File: config.mk
export PLATFORM = sky130hd
export DESIGN_NAME = fb_snoop
export DESIGN_NICKNAME = d
export VERILOG_FILES = /design/src/rtl/fbs_pkg.sv /design/src/rtl/fbs_sync.sv /design/src/rtl/fbs_window.sv /design/src/rtl/fbs_capture.sv /design/src/rtl/fbs_fifo.sv /design/src/rtl/fb_snoop.sv
export SDC_FILE = /design/constraint.sdc
export NUM_CORES = 1
export LEC_CHECK = 0
export CAP_MARGIN = 30
export CELL_PAD_IN_SITES_DETAIL_PLACEMENT = 1
export CELL_PAD_IN_SITES_GLOBAL_PLACEMENT = 1
export CORE_MARGIN = 2
export CORE_UTILIZATION = 35
export CTS_BUF_LIST = sky130_fd_sc_hd__clkbuf_4
export DETAILED_ROUTE_END_ITERATION = 7
export HOLD_SLACK_MARGIN = 0.02
export PLACE_DENSITY_LB_ADDON = 0.1
export RECOVER_POWER = 50
export SLEW_MARGIN = 20
export SYNTH_ARGS = -nofsm -noshare
export SYNTH_HDL_FRONTEND = slang
export SYNTH_SLANG_ARGS = --single-unit
File: constraint.sdc
create_clock -name clk -period 4.04 [get_ports clk]
set_clock_uncertainty 0.2 [all_clocks]
set_input_delay 0.808 -clock clk [delete_from_list [all_inputs] [get_ports clk]]
set_output_delay 0.808 -clock clk [all_outputs]
set_load 0.02 [all_outputs]
File: src/rtl/fbs_pkg.sv
package fbs_pkg;
  localparam int unsigned VA_W   = 15;
  localparam int unsigned BYTE_W = 8;

  typedef struct packed {
    logic [VA_W-1:0]   addr;
    logic [BYTE_W-1:0] data;
  } vreq_t;

  localparam int unsigned VREQ_W = $bits(vreq_t);
endpackage

File: src/rtl/fbs_sync.sv
module fbs_sync #(
  parameter int unsigned W      = 8,
  parameter int unsigned STAGES = 2,
  parameter logic [W-1:0] RST_VAL = '0
) (
  input  logic         clk,
  input  logic         rst,
  input  logic [W-1:0] d,
  output logic [W-1:0] q
);
  logic [W-1:0] chain [STAGES];

  always_ff @(posedge clk) begin
    if (rst) chain[0] <= RST_VAL;
    else     chain[0] <= d;
  end

  for (genvar s = 1; s < STAGES; s++) begin : g_stage
    always_ff @(posedge clk) begin
      if (rst) chain[s] <= RST_VAL;
      else     chain[s] <= chain[s-1];
    end
  end

  assign q = chain[STAGES-1];
endmodule

File: src/rtl/fbs_window.sv
module fbs_window
  import fbs_pkg::*;
#(
  parameter int unsigned WORD_ADDR_W = 23,
  parameter int unsigned SIZE_W      = 3,
  parameter int unsigned BANK_SHIFT  = 19,
  parameter int unsigned FB_GAP      = 32'h5900,
  parameter int unsigned FB_BYTES    = 21888
) (
  input  logic [SIZE_W-1:0]      size_sel,
  input  logic [WORD_ADDR_W-1:0] word_addr,
  output logic                   hit,
  output logic [VA_W-1:0]        offset
);
  localparam int unsigned BA_W = WORD_ADDR_W + 1;
  localparam int unsigned EW   = BA_W + 1;

  logic [EW-1:0] size_ext;
  logic [EW-1:0] ram_top;
  logic [EW-1:0] base;
  logic [EW-1:0] byte_addr;
  logic [EW-1:0] diff;

  always_comb begin
    size_ext  = EW'(size_sel) + EW'(1);
    ram_top   = size_ext << BANK_SHIFT;
    base      = ram_top - EW'(FB_GAP);
    byte_addr = {1'b0, word_addr, 1'b0};
    diff      = byte_addr - base;
    hit       = (byte_addr >= base) && (diff < EW'(FB_BYTES));
    offset    = diff[VA_W-1:0];
  end
endmodule

File: src/rtl/fbs_capture.sv
module fbs_capture
  import fbs_pkg::*;
#(
  parameter int unsigned DATA_W = 16
) (
  input  logic              clk,
  input  logic              rst,
  input  logic              as_n,
  input  logic              rnw,
  input  logic              uds_n,
  input  logic              lds_n,
  input  logic              hit,
  input  logic [VA_W-1:0]   offset,
  input  logic [DATA_W-1:0] data,
  input  logic              full,
  output logic              push,
  output vreq_t             push_req
);
  logic              act, act_q, detect;
  logic              pend_hi, pend_lo;
  logic              issue_hi, issue_lo;
  logic [VA_W-1:0]   lat_off;
  logic [DATA_W-1:0] lat_data;

  always_comb begin
    act      = !as_n && !rnw && (!uds_n || !lds_n);
    detect   = act && !act_q;
    issue_hi = pend_hi && !full;
    issue_lo = !pend_hi && pend_lo && !full;
    push     = issue_hi || issue_lo;
    if (issue_hi) begin
      push_req.addr = lat_off;
      push_req.data = lat_data[DATA_W-1 -: BYTE_W];
    end else begin
      push_req.addr = lat_off + VA_W'(1);
      push_req.data = lat_data[BYTE_W-1:0];
    end
  end

  always_ff @(posedge clk) begin
    if (rst) begin
      act_q    <= 1'b0;
      pend_hi  <= 1'b0;
      pend_lo  <= 1'b0;
      lat_off  <= '0;
      lat_data <= '0;
    end else begin
      act_q <= act;
      if (detect && hit) begin
        pend_hi  <= !uds_n;
        pend_lo  <= !lds_n;
        lat_off  <= offset;
        lat_data <= data;
      end else if (issue_hi) begin
        pend_hi <= 1'b0;
      end else if (issue_lo) begin
        pend_lo <= 1'b0;
      end
    end
  end
endmodule

File: src/rtl/fbs_fifo.sv
module fbs_fifo #(
  parameter int unsigned W     = 8,
  parameter int unsigned DEPTH = 8
) (
  input  logic         clk,
  input  logic         rst,
  input  logic         push,
  input  logic [W-1:0] push_data,
  output logic         full,
  input  logic         out_ready,
  output logic         out_valid,
  output logic [W-1:0] out_data
);
  localparam int unsigned PTR_W = (DEPTH > 1) ? $clog2(DEPTH) : 1;
  localparam int unsigned CNT_W = PTR_W + 1;

  logic [W-1:0]     mem [DEPTH];
  logic [PTR_W-1:0] wr_ptr, rd_ptr;
  logic [CNT_W-1:0] count;
  logic             wr_en, load;

  always_comb begin
    full  = (count == CNT_W'(DEPTH));
    wr_en = push && !full;
    load  = (count != '0) && (!out_valid || out_ready);
  end

  always_ff @(posedge clk) begin
    if (wr_en) mem[wr_ptr] <= push_data;
  end

  always_ff @(posedge clk) begin
    if (rst) begin
      wr_ptr    <= '0;
      rd_ptr    <= '0;
      count     <= '0;
      out_valid <= 1'b0;
      out_data  <= '0;
    end else begin
      if (wr_en) wr_ptr <= wr_ptr + PTR_W'(1);
      if (load) begin
        rd_ptr    <= rd_ptr + PTR_W'(1);
        out_data  <= mem[rd_ptr];
        out_valid <= 1'b1;
      end else if (out_ready) begin
        out_valid <= 1'b0;
      end
      count <= count + CNT_W'(wr_en) - CNT_W'(load);
    end
  end
endmodule

File: src/rtl/fb_snoop.sv
module fb_snoop
  import fbs_pkg::*;
#(
  parameter int unsigned WORD_ADDR_W = 23,
  parameter int unsigned DATA_W      = 16,
  parameter int unsigned SIZE_W      = 3,
  parameter int unsigned BANK_SHIFT  = 19,
  parameter int unsigned FB_GAP      = 32'h5900,
  parameter int unsigned FB_BYTES    = 21888,
  parameter int unsigned FIFO_DEPTH  = 8,
  parameter int unsigned SYNC_STAGES = 2
) (
  input  logic                   clk,
  input  logic                   rst,
  input  logic [WORD_ADDR_W-1:0] bus_addr,
  input  logic [DATA_W-1:0]      bus_data,
  input  logic                   bus_rnw,
  input  logic                   bus_as_n,
  input  logic                   bus_uds_n,
  input  logic                   bus_lds_n,
  input  logic [SIZE_W-1:0]      ram_size,
  input  logic                   req_ready,
  output logic                   req_valid,
  output logic [VA_W-1:0]        req_addr,
  output logic [BYTE_W-1:0]      req_data
);
  localparam int unsigned CTL_W  = 4;
  localparam int unsigned SYNC_W = SIZE_W + WORD_ADDR_W + DATA_W + CTL_W;
  localparam logic [SYNC_W-1:0] SYNC_RST = {{(SYNC_W-CTL_W){1'b0}}, {CTL_W{1'b1}}};

  logic [SYNC_W-1:0]      sync_q;
  logic [SIZE_W-1:0]      s_size;
  logic [WORD_ADDR_W-1:0] s_addr;
  logic [DATA_W-1:0]      s_data;
  logic                   s_rnw, s_as_n, s_uds_n, s_lds_n;
  logic                   win_hit;
  logic [VA_W-1:0]        win_off;
  logic                   q_full, q_push;
  vreq_t                  q_in, q_out;

  fbs_sync #(
    .W(SYNC_W), .STAGES(SYNC_STAGES), .RST_VAL(SYNC_RST)
  ) u_sync (
    .clk (clk),
    .rst (rst),
    .d   ({ram_size, bus_addr, bus_data, bus_rnw, bus_as_n, bus_uds_n, bus_lds_n}),
    .q   (sync_q)
  );

  assign {s_size, s_addr, s_data, s_rnw, s_as_n, s_uds_n, s_lds_n} = sync_q;

  fbs_window #(
    .WORD_ADDR_W(WORD_ADDR_W), .SIZE_W(SIZE_W), .BANK_SHIFT(BANK_SHIFT),
    .FB_GAP(FB_GAP), .FB_BYTES(FB_BYTES)
  ) u_window (
    .size_sel  (s_size),
    .word_addr (s_addr),
    .hit       (win_hit),
    .offset    (win_off)
  );

  fbs_capture #(
    .DATA_W(DATA_W)
  ) u_capture (
    .clk      (clk),
    .rst      (rst),
    .as_n     (s_as_n),
    .rnw      (s_rnw),
    .uds_n    (s_uds_n),
    .lds_n    (s_lds_n),
    .hit      (win_hit),
    .offset   (win_off),
    .data     (s_data),
    .full     (q_full),
    .push     (q_push),
    .push_req (q_in)
  );

  fbs_fifo #(
    .W(VREQ_W), .DEPTH(FIFO_DEPTH)
  ) u_fifo (
    .clk       (clk),
    .rst       (rst),
    .push      (q_push),
    .push_data (q_in),
    .full      (q_full),
    .out_ready (req_ready),
    .out_valid (req_valid),
    .out_data  (q_out)
  );

  assign req_addr = q_out.addr;
  assign req_data = q_out.data;
endmodule

==> impl_metrics.csv, run 1 <==
group,metric,value,unit
outcome,status,"complete, but fails checks",
outcome,violations,"max-capacitance violations, max-slew violations",
floorplanning,fp.dieH,196,um
clock_tree,cts_tree,"yes",
power,combPwrFrac,19.4,%
power,p_int,0.00640,W
sta,rsz0062_at_grt,"no",
yosys,synth_area_leaders,"edfxtp_1 (43%), dfxtp_1 (25%), mux4_2 (8.1%), nor2b_1 (4.5%), mux2i_1 (4.0%)",
worst_setup_path,cp.depth,13,
placed_design,hpwl,15900,um
worst_setup_path,worst-path-buf-inv,1,
power,p_per_area,568,nW/um^2
yosys,ys_ff_latch,343,
worst_setup_path,regToRegEndpoint,"u_capture.pend_hi$_SDFFE_PP0P_",
power,p_seq_share,46.1,%
yosys,synth_compound_area_share,3.82,%
global_route,grt_use_met2,23.8,%
clock_tree,cts_buffers,92,
global_route,grt_max_degree,102,
worst_setup_path,critical_path_class,"flip-flop to flip-flop",
worst_setup_path,cp-startpoint,"u_sync.chain[1][44]$_SDFF_PP0_",
clock_tree,clk_pin_slew,60,ps
power,power_switching,0.00231,W
global_route,grt_overflow_total,0,
worst_setup_path,rr_worst_depth,13,
yosys,synth_edf_count,184,
route,drc_errors,0,
global_route,met1_usage,17.6,%
placed_design,port_buffers,72,
worst_setup_path,crit_family,"compound AO/OA/AOI/OAI gates",
cells_and_area,drive_gt1_share,22.3,%
global_route,grt_pass1_wl,42000,um
clock_tree,post-cts-setup-buffers,0,
route,vias,7146,
yosys,synth_simple_gate_area_share,10.5,%
worst_setup_path,r2r_slack,450,ps
route,routed_wl,26500,um
power,worst_ir_drop_vdd,173,uV
cells_and_area,syn_to_final_growth,19.4,%
hold_path,holdCritStartpoint,"u_sync.chain[0][2]$_SDFF_PP1_",
yosys,synth_top_family_by_area,"multiplexers",
sta,hold_viol_final,0,
placed_design,place_congestion,0.758,
yosys,synth.mux.area_fraction,13.4,%
yosys,synth_cells,850,
yosys,yosysSeqAreaShare,67.8,%
worst_setup_path,cp.required,4420,ps
clock_tree,cts_resized,0,
sta,worst_pin_slew,1790,ps
global_route,grtUsageMet3,3.61,%
worst_setup_path,max_stage_delay,430,ps
route,dr.pass1.iters,6,
yosys,yosys.area_share.adder,1.71,%
worst_setup_path,rr_startpoint,"u_sync.chain[1][44]$_SDFF_PP0_",
hold_path,hold_class,"flip-flop to flip-flop",
sta,setup_tns,0,ps
yosys,synth_common_cells,"edfxtp_1 (184), dfxtp_1 (159), nor2b_1 (92), nand2b_1 (53), mux2i_1 (51)",
worst_setup_path,crit_path_end_kind,"flip-flop",
clock_tree,hold_buffers,0,
worst_setup_path,critPathArrivalTime,3970,ps
power,total_power,0.00871,W
route,drtIter0Drc,329,
cells_and_area,finalNetCount,1054,
floorplanning,placeableCoreArea,36300,sq um
worst_setup_path,crit_slowest_cell,"dfxtp_1",
yosys,ys_warn_count,0,
worst_setup_path,worst_path_most_repeated_cell,"ha_1",
floorplanning,initial_core_util,35.3,%
sta,fmax,278,MHz
yosys,syn_nets,916,
yosys,async_flop_share,0,%
yosys,synth_xor_area_share,0.954,%
route,wl_per_cell,17.3,um
worst_setup_path,path_cells,"ha_1 > nor2b_1 > xnor2_1 > o22ai_1 > nand2_1 > ha_1 > a21o_1 > a31oi_1 > o311a_1 > o2111ai_1 > a2111oi_4 > buf_12 > mux2_1",
floorplanning,std_cell_rows,70,
sta,period_minus_slack,3590,ps
yosys,netlist.area_leader.share,43.0,%
yosys,yosysMostFrequentCell,"edfxtp_1",
yosys,synth.distinct_cells,55,
clock_tree,cts-root-buf,"clkbuf_4",
clock_tree,cts_buffer_depth,3,
sta,relSlewSlack,-19.2,%
run,cap_viol_max_count,2,
sta,period_share,88.9,%
yosys,yosysTopAreaCell,"edfxtp_1",
worst_setup_path,worstPathMaxFanout,32,
power,swShare,26.6,%
clock_tree,h-tree-depth,3,
yosys,avgSynthCellArea,15.1,sq um
worst_setup_path,crit_end,"u_capture.pend_hi$_SDFFE_PP0P_",
global_route,antenna_found_initial,1,
floorplanning,dieArea,38300,sq um
yosys,synthFlopType,"edfxtp_1",
floorplanning,die_w,196,um
cells_and_area,final_cell_count_no_fill,1529,
global_route,grtUsageTotal,14.3,%
global_route,busiest_layer,"met2",
worst_setup_path,startpoint_type,"flip-flop",
sta,setup_viol,0,
power,clkPwrFrac,34.5,%
yosys,netlist_area,12800,sq um
floorplanning,ios,73,
route,antenna_left,0,
sta,finalMaxSlewViolations,137,
global_route,grt_pass1_vias,7950,
clock_tree,numClockSinks,343,
placed_design,place_inst,1361,
route,vias_per_cell,4.67,
clock_tree,clk_latency,720,ps
cells_and_area,n_fill_cell,3727,
power,power.leakage,5.45,nW
worst min-delay path by stage:
stage	depth (start not counted)	to	slack [ps]
after floorplan	1	u_sync.chain[1][0]$_SDFF_PP1_	190
after global placement	1	u_sync.chain[1][2]$_SDFF_PP1_	210
after detailed placement	1	u_sync.chain[1][3]$_SDFF_PP1_	200
after CTS	1	u_sync.chain[1][2]$_SDFF_PP1_	210
after global routing	1	u_sync.chain[1][2]$_SDFF_PP1_	220
final	1	u_sync.chain[1][2]$_SDFF_PP1_	210
power groups by stage:
stage	registers, W	clock network (W)	logic, W
after CTS	0.00404	0.00316	0.00170
after global placement	0.00411	0	0.00166
after floorplan	0.00411	0	0.00112
final	0.00402	0.00301	0.00169
after detailed placement	0.00412	0	0.00170
after global routing	0.00405	0.00334	0.00184
final cells by class:
class	count	area (sq um)	share of cell area (%)
Sequential cell	343	8710	56.8
Multi-Input combinational cell	448	3940	25.7
Clock buffer	149	1120	7.29
Timing Repair Buffer	89	862	5.62
Tap cell	468	586	3.82
Clock inverter	16	68.8	0.449
Inverter	14	52.6	0.343
Antenna cell	2	5.00	0.0326
metal layers:
metal | part of all wire [%] | wire [um] | vias to the layer above
met5 | 0 | 0 | -
met4 | 1.8 | 465 | 0
met3 | 4.6 | 1210 | 40
met2 | 49 | 12900 | 141
met1 | 45 | 11900 | 3522
li1 | - | - | 3443
flip-flops by register name, indices dropped and copies added, names as in the netlist:
register            cells
u_capture.act_q         1
u_capture.lat_data     16
u_capture.lat_off      14
u_capture.pend_hi       1
u_capture.pend_lo       1
u_fifo.count            4
u_fifo.mem            184
u_fifo.out_data        23
u_fifo.out_valid        1
u_fifo.rd_ptr           3
u_fifo.wr_ptr           3
u_sync.chain           92
per-stage QoR:
step / cell area [sq um] / worst slack, ps / util [%] / hold slack [ps]
floorplan: 12800 / 294 / - / 189
global placement: 14200 / 558 / 38.9 / 206
detailed placement: 14200 / 474 / 38.9 / 201
CTS: 15300 / 456 / 42.2 / 213
global route: 15300 / 206 / 42.2 / 224
finish: 15300 / 448 / 42.2 / 207
worst reg2reg max path, cell delays in order (launching register included):
cell	delay, ps
dfxtp_1	430
ha_1	300
nor2b_1	150
xnor2_1	70
o22ai_1	150
nand2_1	80
ha_1	340
a21o_1	200
a31oi_1	180
o311a_1	200
o2111ai_1	150
a2111oi_4	380
buf_12	270
mux2_1	370
kinds of logic after synthesis:
kind of cell,count (synthesis)
flops,343
xor+xnor,14
fa+ha+maj,17
mux,112
compound gates,65
buf+inv,59
simple gates,240
layout by cell type (no fill, tap or decap), types with 3 or more instances in the layout:
| cell | Yosys | layout |
|---|---|---|
| a211o_1 | 3 | 3 |
| a211oi_1 | 25 | 25 |
| a21o_1 | 4 | 4 |
| a21oi_1 | 10 | 10 |
| a31oi_1 | 3 | 3 |
| buf_4 | 2 | 13 |
| clkbuf_4 | 0 | 149 |
| clkdlybuf4s50_1 | 0 | 71 |
| clkinv_1 | 0 | 12 |
| dfxtp_1 | 159 | 157 |
| edfxtp_1 | 184 | 184 |
| ha_1 | 16 | 16 |
| inv_1 | 14 | 14 |
| mux2_1 | 7 | 14 |
| mux2i_1 | 51 | 51 |
| mux4_2 | 46 | 46 |
| nand2_1 | 15 | 15 |
| nand2b_1 | 53 | 53 |
| nand3_1 | 3 | 3 |
| nor2_1 | 47 | 47 |
| nor2b_1 | 92 | 92 |
| nor3_2 | 0 | 4 |
| nor3b_1 | 3 | 3 |
| o21ai_0 | 3 | 3 |
| or2_2 | 9 | 9 |
| xnor2_1 | 11 | 11 |
| xor2_1 | 3 | 3 |
Power figures use the tool's default switching activity.
==> inputs of run 2 (changes only) <==
==> constraint.sdc (replaced) <==
create_clock -name clk -period 4.04 [get_ports clk]
set_clock_uncertainty 0.2 [all_clocks]
set_input_delay 0.808 -clock clk [delete_from_list [all_inputs] [get_ports clk]]
set_output_delay 0.808 -clock clk [all_outputs]
set_load 0.1 [all_outputs]
==> results of run 2 <==
The final DEF is identical to that of run 1. Status: complete, but fails checks: max-capacitance violations, max-slew violations.
Among the figures that moved: total power 0.00871 W -> 0.00938 W; worst IR drop on VDD 173 uV -> 201 uV
==> inputs of run 3 (changes only) <==
--- a/config.mk
+++ b/config.mk
@@ -5,6 +5,7 @@
 export SDC_FILE = /design/constraint.sdc
 export NUM_CORES = 1
 export LEC_CHECK = 0
+export ABC_CLOCK_PERIOD_IN_PS = 4040
 export CAP_MARGIN = 30
 export CELL_PAD_IN_SITES_DETAIL_PLACEMENT = 1
 export CELL_PAD_IN_SITES_GLOBAL_PLACEMENT = 1
@@ -13,6 +14,7 @@
 export CTS_BUF_LIST = sky130_fd_sc_hd__clkbuf_4
 export DETAILED_ROUTE_END_ITERATION = 7
 export HOLD_SLACK_MARGIN = 0.02
+export MAX_ROUTING_LAYER = met4
 export PLACE_DENSITY_LB_ADDON = 0.1
 export RECOVER_POWER = 50
 export SLEW_MARGIN = 20
==> run 3 against run 2 <==
- the flow still finishes with violations (max-capacitance violations, max-slew violations)
- count of clock-buffer cells in the layout unchanged
- first-iteration DRC count up 0.61%
- hold slack hardly changed
- largest power group unchanged
==> impl_metrics.csv, run 3 (synthesized netlist as in run 1, its figures left out) <==
group,metric,value,unit
route,vias_per_cell,4.68,
worst_setup_path,crit_end,"u_capture.pend_hi$_SDFFE_PP0P_",
worst_setup_path,rr_startpoint,"u_sync.chain[1][44]$_SDFF_PP0_",
global_route,grt_max_degree,102,
power,combPwrFrac,25.1,%
route,routed_wl,26500,um
floorplanning,fp.dieH,196,um
power,worst_ir_drop_vdd,201,uV
cells_and_area,top_regs,"u_fifo.mem x184, u_sync.chain x92, u_fifo.out_data x23",
power,p_seq_share,42.8,%
worst_setup_path,r2r_slack,440,ps
power,p_per_area,612,nW/um^2
sta,hold_viol_final,0,
clock_tree,cts_buffers,92,
global_route,grt_overflow_total,0,
global_route,grtUsageTotal,14.7,%
floorplanning,dieArea,38300,sq um
placed_design,hpwl,15900,um
route,drc_errors,0,
clock_tree,cts_resized,0,
clock_tree,hold_buffers,0,
placed_design,port_buffers,72,
sta,fmax,278,MHz
sta,finalMaxSlewViolations,137,
sta,period_minus_slack,3600,ps
worst_setup_path,regToRegEndpoint,"u_capture.pend_hi$_SDFFE_PP0P_",
route,dr.pass1.iters,6,
floorplanning,ios,73,
placed_design,place_congestion,0.768,
clock_tree,post-cts-setup-buffers,0,
power,p_int,0.00640,W
outcome,status,"complete, but fails checks",
hold_path,hold-path-cell-count,1,
route,drtIter0Drc,331,
floorplanning,placeableCoreArea,36300,sq um
clock_tree,clk_pin_slew,60,ps
route,vias,7151,
run,cap_viol_max_count,2,
cells_and_area,regMostFlops,"u_fifo.mem",
global_route,grt_pass1_vias,7953,
cells_and_area,final_common_cell,"edfxtp_1",
sta,relSlewSlack,-19.5,%
cells_and_area,finalNetCount,1054,
worst_setup_path,critPathArrivalTime,3970,ps
sta,rsz0062_at_grt,"no",
sta,worst_pin_slew,1790,ps
worst_setup_path,critical_path_class,"flip-flop to flip-flop",
floorplanning,std_cell_rows,70,
worst_setup_path,cp.required,4410,ps
cells_and_area,final_cell_mix,"edfxtp_1 (184), dfxtp_1 (157), clkbuf_4 (149)",
clock_tree,cts_tree,"yes",
sta,period_share,89.0,%
global_route,antenna_found_initial,1,
worst_setup_path,cp-startpoint,"u_sync.chain[1][44]$_SDFF_PP0_",
outcome,violations,"max-capacitance violations, max-slew violations",
power,swShare,31.9,%
floorplanning,initial_core_util,35.3,%
cells_and_area,drive_gt1_share,22.3,%
hold_path,hold_class,"flip-flop to flip-flop",
global_route,grt_pass1_wl,42000,um
worst_setup_path,worstPathMaxFanout,32,
clock_tree,numClockSinks,343,
clock_tree,cts-root-buf,"clkbuf_4",
cells_and_area,syn_to_final_growth,19.4,%
clock_tree,h-tree-depth,3,
worst_setup_path,startpoint_type,"flip-flop",
power,clkPwrFrac,32.0,%
floorplanning,die_w,196,um
sta,setup_tns,0,ps
route,wl_per_cell,17.3,um
power,power.leakage,5.45,nW
cells_and_area,fin_util,42.2,%
cells_and_area,n_fill_cell,3727,
worst_setup_path,rr_worst_depth,13,
cells_and_area,largest_reg_flops,184,
clock_tree,cts_buffer_depth,3,
power,power_switching,0.00299,W
clock_tree,clk_latency,720,ps
route,antenna_left,0,
sta,setup_viol,0,
worst_setup_path,crit_path_end_kind,"flip-flop",
## run 3: cell counts in the layout (fill, tap and decap cells not counted)
No cell type changed its count.
## run 3: worst min-delay path by stage
stage,start,end,slack (ps)
CTS,u_sync.chain[0][2]$_SDFF_PP1_,u_sync.chain[1][2]$_SDFF_PP1_,210
detailed placement,u_sync.chain[0][3]$_SDFF_PP1_,u_sync.chain[1][3]$_SDFF_PP1_,200
floorplan,u_sync.chain[0][0]$_SDFF_PP1_,u_sync.chain[1][0]$_SDFF_PP1_,190
finish,u_sync.chain[0][2]$_SDFF_PP1_,u_sync.chain[1][2]$_SDFF_PP1_,210
global route,u_sync.chain[0][2]$_SDFF_PP1_,u_sync.chain[1][2]$_SDFF_PP1_,220
global placement,u_sync.chain[0][2]$_SDFF_PP1_,u_sync.chain[1][2]$_SDFF_PP1_,210
## run 3: layer usage
layer	vias to the layer above	GRT usage, %	share of wire [%]
met2	146	23.8	49
li1	3445	-	-
met5	-	-	0
met1	3519	17.6	45
met3	41	3.54	4.3
met4	0	6.22	1.7
## run 3: layout make-up
class,count,area [sq um],share of cell area [%]
repair buffers,89,862,5.62
diodes,2,5.00,0.0326
inverters,14,52.6,0.343
well taps,468,586,3.82
clock inverters,16,68.8,0.449
flip-flops and latches,343,8710,56.8
multi-input cells,448,3940,25.7
clock buffers,149,1120,7.29
## run 3: power groups by stage
stage / sequential, W / combinational (W) / clock (W)
floorplan: 0.00478 / 0.00112 / 0
global placement: 0.00411 / 0.00233 / 0
detailed placement: 0.00412 / 0.00237 / 0
CTS: 0.00404 / 0.00237 / 0.00316
global route: 0.00405 / 0.00252 / 0.00334
finish: 0.00402 / 0.00236 / 0.00301
## run 3: per-stage QoR
step	cell area (sq um)	hold slack, ps	power (W)	setup slack [ps]	instances
final	15300	207	0.00938	443	1529
after global routing	15300	224	0.00990	207	1528
after CTS	15300	213	0.00958	456	1526
after detailed placement	14200	201	0.00649	474	1361
after global placement	14200	206	0.00644	558	1361
after floorplan	12800	189	0.00590	294	850
## run 3: worst max-delay path: stages (launching register included)
cell       delay (ps)
dfxtp_1           430
ha_1              300
nor2b_1           150
xnor2_1            70
o22ai_1           150
nand2_1            80
ha_1              340
a21o_1            200
a31oi_1           180
o311a_1           200
o2111ai_1         150
a2111oi_4         380
buf_12            280
mux2_1            340
